==> config.mk <==
export PLATFORM = sky130hd
export DESIGN_NAME = gct_timer
export DESIGN_NICKNAME = d
export VERILOG_FILES = /design/src/rtl/gct_pkg.sv /design/src/rtl/gct_counter.sv /design/src/rtl/gct_compare.sv /design/src/rtl/gct_wstat.sv /design/src/rtl/gct_timer.sv
export SDC_FILE = /design/constraint.sdc
export NUM_CORES = 1
export LEC_CHECK = 0
export BUFFER_PORTS_ARGS = -buffer_cell sky130_fd_sc_hd__buf_2
export CAP_MARGIN = 30
export CORE_ASPECT_RATIO = 2
export CORE_MARGIN = 3
export CORE_UTILIZATION = 30
export DETAILED_ROUTE_END_ITERATION = 8
export HOLD_SLACK_MARGIN = 0.08
export PLACE_DENSITY = 0.57
export SYNTH_ARGS = -nofsm -noshare
export SYNTH_HDL_FRONTEND = slang
export SYNTH_SLANG_ARGS = --single-unit
==> constraint.sdc <==
create_clock -name clk -period 4.2 [get_ports clk]
set_input_delay 0.84 -clock clk [delete_from_list [all_inputs] [get_ports clk]]
set_output_delay 0.84 -clock clk [all_outputs]
set_load 0.02 [all_outputs]
==> src/rtl/gct_pkg.sv <==
package gct_pkg;
    localparam int unsigned ADDR_W = 4;

    localparam logic [ADDR_W-1:0] A_CNT_LO   = 4'd0;
    localparam logic [ADDR_W-1:0] A_CNT_HI   = 4'd1;
    localparam logic [ADDR_W-1:0] A_CMP_LO   = 4'd2;
    localparam logic [ADDR_W-1:0] A_CMP_HI   = 4'd3;
    localparam logic [ADDR_W-1:0] A_INCR     = 4'd4;
    localparam logic [ADDR_W-1:0] A_CTRL     = 4'd5;
    localparam logic [ADDR_W-1:0] A_IRQ_EN   = 4'd6;
    localparam logic [ADDR_W-1:0] A_IRQ_STAT = 4'd7;
    localparam logic [ADDR_W-1:0] A_WSTAT    = 4'd8;
    localparam logic [ADDR_W-1:0] A_CNT_WST  = 4'd9;

    localparam int unsigned RUN_BIT  = 0;
    localparam int unsigned EN_BIT   = 1;
    localparam int unsigned AUTO_BIT = 2;
    localparam int unsigned CTRL_WS_BIT = 16;

    typedef enum logic [1:0] {
        CMP_OFF   = 2'd0,
        CMP_ARMED = 2'd1,
        CMP_SPENT = 2'd2
    } cmp_state_e;
endpackage

==> src/rtl/gct_counter.sv <==
module gct_counter #(
    parameter int unsigned DATA_W = 32
) (
    input  logic                  clk,
    input  logic                  rst_n,
    input  logic                  run,
    input  logic                  wr_lo,
    input  logic                  wr_hi,
    input  logic [DATA_W-1:0]     wdata,
    output logic [2*DATA_W-1:0]   cnt
);
    localparam int unsigned CNT_W = 2 * DATA_W;

    always_ff @(posedge clk or negedge rst_n) begin
        if (!rst_n) begin
            cnt <= '0;
        end else if (wr_lo) begin
            cnt[DATA_W-1:0] <= wdata;
        end else if (wr_hi) begin
            cnt[CNT_W-1:DATA_W] <= wdata;
        end else if (run) begin
            cnt <= cnt + 1'b1;
        end
    end

    // one step per cycle while running
    p_count_step_r2: assert property (@(posedge clk) disable iff (!rst_n)
        (run && !wr_lo && !wr_hi) |=> cnt == $past(cnt) + 1'b1);

    // held while stopped
    p_count_hold_r2: assert property (@(posedge clk) disable iff (!rst_n)
        (!run && !wr_lo && !wr_hi) |=> $stable(cnt));
endmodule

==> src/rtl/gct_compare.sv <==
module gct_compare
    import gct_pkg::*;
#(
    parameter int unsigned DATA_W = 32
) (
    input  logic                  clk,
    input  logic                  rst_n,
    input  logic [2*DATA_W-1:0]   cnt,
    input  logic [DATA_W-1:0]     wdata,
    input  logic                  wr_cmp_lo,
    input  logic                  wr_cmp_hi,
    input  logic                  wr_incr,
    input  logic                  wr_ctrl,
    input  logic                  auto_mode,
    input  logic                  pend_clr,
    output logic [2*DATA_W-1:0]   cmp_q,
    output logic [DATA_W-1:0]     incr_q,
    output logic                  pending,
    output cmp_state_e            state_q
);
    localparam int unsigned CNT_W = 2 * DATA_W;

    cmp_state_e state_d;
    logic       match;
    logic       en_new;

    assign en_new = wdata[EN_BIT];
    assign match  = (state_q == CMP_ARMED) && (cnt == cmp_q);

    always_comb begin
        state_d = state_q;
        unique case (state_q)
            CMP_OFF: begin
                if (wr_ctrl && en_new) state_d = CMP_ARMED;
            end
            CMP_ARMED: begin
                if (wr_ctrl && !en_new)        state_d = CMP_OFF;
                else if (match && !auto_mode)  state_d = CMP_SPENT;
            end
            CMP_SPENT: begin
                if (wr_ctrl && !en_new)             state_d = CMP_OFF;
                else if (wr_cmp_lo || wr_cmp_hi)   state_d = CMP_ARMED;
            end
            default: state_d = CMP_OFF;
        endcase
    end

    always_ff @(posedge clk or negedge rst_n) begin
        if (!rst_n) state_q <= CMP_OFF;
        else        state_q <= state_d;
    end

    always_ff @(posedge clk or negedge rst_n) begin
        if (!rst_n) begin
            cmp_q   <= '0;
            incr_q  <= '0;
            pending <= 1'b0;
        end else begin
            if (wr_cmp_lo)
                cmp_q[DATA_W-1:0] <= wdata;
            else if (wr_cmp_hi)
                cmp_q[CNT_W-1:DATA_W] <= wdata;
            else if (match && auto_mode)
                cmp_q <= cmp_q + {{DATA_W{1'b0}}, incr_q};
            if (wr_incr)
                incr_q <= wdata;
            if (match)
                pending <= 1'b1;
            else if (pend_clr)
                pending <= 1'b0;
        end
    end

    // a new pending status only comes from an armed comparator
    p_pend_from_armed_r4: assert property (@(posedge clk) disable iff (!rst_n)
        $rose(pending) |-> $past(state_q) == CMP_ARMED);

    // periodic reload adds the increment
    p_reload_r5: assert property (@(posedge clk) disable iff (!rst_n)
        (match && auto_mode && !wr_cmp_lo && !wr_cmp_hi)
        |=> cmp_q == $past(cmp_q) + {{DATA_W{1'b0}}, $past(incr_q)});

    // disabled comparator keeps an existing pending status
    p_off_keeps_pend_r8: assert property (@(posedge clk) disable iff (!rst_n)
        (state_q == CMP_OFF && pending && !pend_clr) |=> pending);

    // a spent one-shot raises nothing new
    p_spent_quiet_r12: assert property (@(posedge clk) disable iff (!rst_n)
        (state_q == CMP_SPENT && !pending) |=> !pending);
endmodule

==> src/rtl/gct_wstat.sv <==
module gct_wstat #(
    parameter int unsigned NFLAG = 4
) (
    input  logic              clk,
    input  logic              rst_n,
    input  logic [NFLAG-1:0]  set,
    input  logic [NFLAG-1:0]  clr,
    output logic [NFLAG-1:0]  flags
);
    logic [NFLAG-1:0] set_q;

    always_ff @(posedge clk or negedge rst_n) begin
        if (!rst_n) begin
            set_q <= '0;
            flags <= '0;
        end else begin
            set_q <= set;
            flags <= (flags & ~clr) | set_q;
        end
    end

    for (genvar i = 0; i < NFLAG; i++) begin : g_flag
        // a flag rises two edges after its write strobe is seen
        p_flag_rise_r9: assert property (@(posedge clk) disable iff (!rst_n)
            $rose(flags[i]) |-> $past(set[i], 2));
        // a flag only falls on a clear request
        p_flag_fall_r10: assert property (@(posedge clk) disable iff (!rst_n)
            $fell(flags[i]) |-> $past(clr[i]));
    end
endmodule

==> src/rtl/gct_timer.sv <==
module gct_timer
    import gct_pkg::*;
#(
    parameter int unsigned DATA_W = 32
) (
    input  logic                  clk,
    input  logic                  rst_n,
    input  logic                  bus_wr,
    input  logic [ADDR_W-1:0]     bus_addr,
    input  logic [DATA_W-1:0]     bus_wdata,
    output logic [DATA_W-1:0]     bus_rdata,
    output logic                  irq
);
    localparam int unsigned CNT_W = 2 * DATA_W;

    logic wr_cnt_lo, wr_cnt_hi, wr_cmp_lo, wr_cmp_hi, wr_incr, wr_ctrl;
    logic wr_ien, wr_istat, wr_wst, wr_cwst;

    assign wr_cnt_lo = bus_wr && (bus_addr == A_CNT_LO);
    assign wr_cnt_hi = bus_wr && (bus_addr == A_CNT_HI);
    assign wr_cmp_lo = bus_wr && (bus_addr == A_CMP_LO);
    assign wr_cmp_hi = bus_wr && (bus_addr == A_CMP_HI);
    assign wr_incr   = bus_wr && (bus_addr == A_INCR);
    assign wr_ctrl   = bus_wr && (bus_addr == A_CTRL);
    assign wr_ien    = bus_wr && (bus_addr == A_IRQ_EN);
    assign wr_istat  = bus_wr && (bus_addr == A_IRQ_STAT);
    assign wr_wst    = bus_wr && (bus_addr == A_WSTAT);
    assign wr_cwst   = bus_wr && (bus_addr == A_CNT_WST);

    logic [2:0] ctrl_q;
    logic       ien_q;

    always_ff @(posedge clk or negedge rst_n) begin
        if (!rst_n) begin
            ctrl_q <= '0;
            ien_q  <= 1'b0;
        end else begin
            if (wr_ctrl) ctrl_q <= bus_wdata[2:0];
            if (wr_ien)  ien_q  <= bus_wdata[0];
        end
    end

    logic [CNT_W-1:0]  cnt;
    logic [CNT_W-1:0]  cmp;
    logic [DATA_W-1:0] incr;
    logic              pending;
    cmp_state_e        cstate;

    gct_counter #(.DATA_W(DATA_W)) u_cnt (
        .clk   (clk),
        .rst_n (rst_n),
        .run   (ctrl_q[RUN_BIT]),
        .wr_lo (wr_cnt_lo),
        .wr_hi (wr_cnt_hi),
        .wdata (bus_wdata),
        .cnt   (cnt)
    );

    gct_compare #(.DATA_W(DATA_W)) u_cmp (
        .clk       (clk),
        .rst_n     (rst_n),
        .cnt       (cnt),
        .wdata     (bus_wdata),
        .wr_cmp_lo (wr_cmp_lo),
        .wr_cmp_hi (wr_cmp_hi),
        .wr_incr   (wr_incr),
        .wr_ctrl   (wr_ctrl),
        .auto_mode (ctrl_q[AUTO_BIT]),
        .pend_clr  (wr_istat && bus_wdata[0]),
        .cmp_q     (cmp),
        .incr_q    (incr),
        .pending   (pending),
        .state_q   (cstate)
    );

    logic [3:0] gflags;
    logic [1:0] cflags;

    gct_wstat #(.NFLAG(4)) u_gwst (
        .clk   (clk),
        .rst_n (rst_n),
        .set   ({wr_ctrl, wr_incr, wr_cmp_hi, wr_cmp_lo}),
        .clr   ({4{wr_wst}} & {bus_wdata[CTRL_WS_BIT], bus_wdata[2:0]}),
        .flags (gflags)
    );

    gct_wstat #(.NFLAG(2)) u_cwst (
        .clk   (clk),
        .rst_n (rst_n),
        .set   ({wr_cnt_hi, wr_cnt_lo}),
        .clr   ({2{wr_cwst}} & bus_wdata[1:0]),
        .flags (cflags)
    );

    assign irq = pending & ien_q;

    always_comb begin
        bus_rdata = '0;
        case (bus_addr)
            A_CNT_LO:   bus_rdata = cnt[DATA_W-1:0];
            A_CNT_HI:   bus_rdata = cnt[CNT_W-1:DATA_W];
            A_CMP_LO:   bus_rdata = cmp[DATA_W-1:0];
            A_CMP_HI:   bus_rdata = cmp[CNT_W-1:DATA_W];
            A_INCR:     bus_rdata = incr;
            A_CTRL:     bus_rdata[2:0] = ctrl_q;
            A_IRQ_EN:   bus_rdata[0] = ien_q;
            A_IRQ_STAT: bus_rdata[0] = pending;
            A_WSTAT: begin
                bus_rdata[2:0] = gflags[2:0];
                bus_rdata[CTRL_WS_BIT] = gflags[3];
            end
            A_CNT_WST:  bus_rdata[1:0] = cflags;
            default:    bus_rdata = '0;
        endcase
    end

    // the state machine is active only while the enable bit is held
    p_state_needs_en_r8: assert property (@(posedge clk) disable iff (!rst_n)
        (cstate != CMP_OFF) |-> ctrl_q[EN_BIT]);
endmodule

==> impl_metrics.csv <==
group,metric,value,unit
power_and_ir_drop,p_leak,6.24,nW
route,top_layer_used,"met4",
placed_design,dpl.cell_count,2167,
sta,hold_viol,0,
logic_synthesis,synth_compound_area_share,26.1,%
grt,grt.total_usage,28.7,%
logic_synthesis,synth-simple-area-share,20.9,%
power_and_ir_drop,p_per_area,591,nW/um^2
sta,timing.final.crit_share,89.3,%
logic_synthesis,synth-seq-cells,179,
grt,grt.overflow.total,0,
placed_design,hpwl,51700,microns
die,die_area,45800,sq um
logic_synthesis,muxShareOfSynthArea,4.53,%
cts,cts-resized-gates,0,
die,core_area,42600,sq um
logic_synthesis,ys_seq_area_share,34.6,%
cts,clk_pin_slew,80,ps
placed_design,io_buffers,71,
logic_synthesis,synth_area,12900,sq um
logic_synthesis,synth-main-ff-cell,"dfrtp_1",
route,wl_met3,4060,microns
logic_synthesis,synthArstFlopShare,100,%
cts,cts_sinks,179,
sta,max_clock_freq,267,MHz
placed_design,place_ws,588,ps
logic_synthesis,synth_fp_nets,1668,
cts,hold_buffers,0,
die,rows,107,
route,vias,14100,
die,die_height,300,microns
setup_path,crit_fanout,5,
cts,cts_max_level,4,
die,ios,72,
sta,final_max_slew_viol_count,0,
cells_and_area,layout-drive-gt1-share,14.7,%
die,initial_utilization,30.4,%
route,drc_errors,0,
cts,cts_root_buffer,"clkbuf_16",
die,die_x,153,microns
grt,grt_max_degree,83,
sta,holdWs,406,ps
cells_and_area,syn2layout_area_growth,14.4,%
sta,setup-violations-final,0,
sta,relSlewSlack,33.0,%
logic_synthesis,yosysWarnings,0,
logic_synthesis,avgSynthCellArea,8.11,sq um
route,dr.first_iter.drc_count,1749,
cts,cts_tree,"built",
cts,ctsLongestPathBuffers,2,
setup_path,critical_path_class,"register to register",
setup_path,start_kind,"register",
setup_path,cp_data_required_time,4600,ps
flow_run,maxCapViolations,0,
setup_path,critical_path_arrival,4150,ps
sta,finalSetupTns,0,ps
cells_and_area,nNetsFinal,1714,
logic_synthesis,synthAdderAreaFrac,3.35,%
route,met2_length,33200,microns
grt,antenna_found_initial,3,
logic_synthesis,ys_types,74,
grt,grt_pass1_wl,96400,microns
route,drt_first_pass_iters,6,
sta,skew,15.4,ps
sta,rsz0062_at_grt,"no",
route,antenna_left,0,
grt,grt_pass1_vias,13900,
logic_synthesis,synthesis.instances,1595,
min_path,hp-class,"input port to asynchronous set/reset pin",
cts,clk_latency,470,ps
sta,fin_ws,449,ps
route,wl_per_cell,30.6,microns
setup_path,end_kind,"register",
cells_and_area,fin_cells,2199,
route,wl_met1,22200,microns
route,viasPerCell,6.39,
cts,cts-buffers-inserted,17,
logic_synthesis,synth_edf_count,0,
logic_synthesis,synth-xor-area-share,6.03,%
sta,fin_crit,3750,ps
cts,postCtsSetupBuffers,0,
run_status,status,"completed",
placed_design,place.gp.congestion,1.08,
cells_and_area,utilization,34.7,%
cells_and_area,diodes,0,
power_and_ir_drop,ir_drop,0.000297,V
route,wl,67300,microns
sta,max_slew.worst_pin.slew,1010,ps
logic_synthesis,synth_top_family_by_area,"compound AO/OA/AOI/OAI gates",
## sequential cells by signal (all words and copies together) (netlist names)
signal / count
u_cmp.cmp_q: 64
u_cnt.cnt: 64
u_cmp.incr_q: 32
u_gwst.flags: 4
u_gwst.set_q: 4
ctrl_q: 3
u_cmp.state_q: 2
u_cwst.flags: 2
u_cwst.set_q: 2
ien_q: 1
u_cmp.pending: 1
## final timing paths
path / from / endpoint / slack (ps) / cells past startpoint
worst min-delay path: rst_n / u_cmp.cmp_q[23] / 410 / 1
worst min register to register: u_cwst.set_q[0] / u_cwst.flags[0] / 430 / 1
min in group clk: u_cwst.set_q[0] / u_cwst.flags[0] / 430 / 1
worst max-delay path: u_cmp.cmp_q[0] / u_cmp.cmp_q[52] / 450 / 12
max in group asynchronous: rst_n / u_cmp.incr_q[1] / 2780 / 2
worst max register to register: u_cmp.cmp_q[0] / u_cmp.cmp_q[52] / 450 / 12
## cells in the final DEF (no fill, tap or decap), types with 9 or more instances in the layout
master	n
nand2_1	191
dfrtp_1	179
a21oi_1	165
o21ai_0	133
nor2_1	114
nand3_1	71
buf_2	70
buf_4	69
xnor2_1	61
nand4_1	42
a22oi_1	38
mux2_2	36
ha_1	33
a222oi_1	31
o22ai_1	29
and3_1	29
xor2_1	28
inv_1	27
nor3_1	26
mux2i_1	18
clkbuf_16	17
a21o_1	16
a31oi_1	15
nor4_1	14
and4_1	10
o211ai_1	10
a221oi_1	9
o21a_1	9
## logic make-up (layout without fill, tap and decap cells)
logic type | count (synthesis) | count (layout)
XOR/XNOR | 89 | 89
flip-flops | 179 | 179
multiplexers | 54 | 54
adder cells (fa/ha/maj) | 34 | 34
buffers and inverters | 149 | 208
AND/OR/NAND/NOR | 558 | 558
AO/OA/AOI/OAI | 532 | 532
## routing by layer
| metal | vias to the layer above | track usage, % |
|---|---|---|
| met5 | - | 0 |
| met2 | 870 | 50.1 |
| met4 | 0 | 26.3 |
| li1 | 6055 | - |
| met1 | 6853 | 29.3 |
| met3 | 275 | 3.79 |
## where the power goes
part | total [mW] | internal, mW | switching [mW]
Combinational | 3.96 | 1.48 | 2.48
Sequential | 3.08 | 2.19 | 0.883
Clock | 1.70 | 0.904 | 0.800
Total | 8.74 | 4.57 | 4.17
## per-stage QoR
stage | total power, mW | area [sq um]
2_1_floorplan | 5.25 | 12900
3_3_place_gp | 6.89 | 14200
3_5_place_dp | 6.92 | 14200
4_1_cts | 8.63 | 14800
5_1_grt | 9.16 | 14800
6_report | 8.74 | 14800
## synth_stat cells, types with 9 or more instances
cell	count	share of area (%)
o21ai_0	133	5.1
a22oi_1	38	2.2
ha_1	33	3.2
nand3_1	71	2.7
nor3_1	29	1.1
a31oi_1	15	0.73
a222oi_1	31	2.4
a221oi_1	9	0.61
and4_1	10	0.68
o21a_1	9	0.52
buf_2	12	0.46
nor4_1	17	0.82
and3_1	29	1.4
a21o_1	16	0.93
xnor2_1	61	4.1
nand2_1	194	5.6
o22ai_1	29	1.4
mux2i_1	18	1.4
xor2_1	28	1.9
inv_1	28	0.81
o211ai_1	10	0.58
nand4_1	42	2.0
a21oi_1	165	6.4
nor2_1	116	3.4
mux2_2	36	3.1
dfrtp_1	179	35
clkbuf_1	95	2.8
## cell type report
class                      count  area (sq um)
clock buffer                  19           443
clock inverter                13           151
fill                        4521         27800
inverter                      31           116
multi-input combinational   1267          7940
sequential                   179          4480
tap                          545           682
timing repair buffer         145           982
## critical path, stage by stage, from the launching register on
cell and delay (ps):
dfrtp_1 440, ha_1 240, fa_1 300, a21o_2 190
a311oi_1 100, buf_4 190, nor3_1 390, o211ai_1 320
a211oi_1 550, buf_4 240, nand3_1 230, or3_1 410
nand3_1 90
Note: power is estimated with default switching activity, not from simulation.
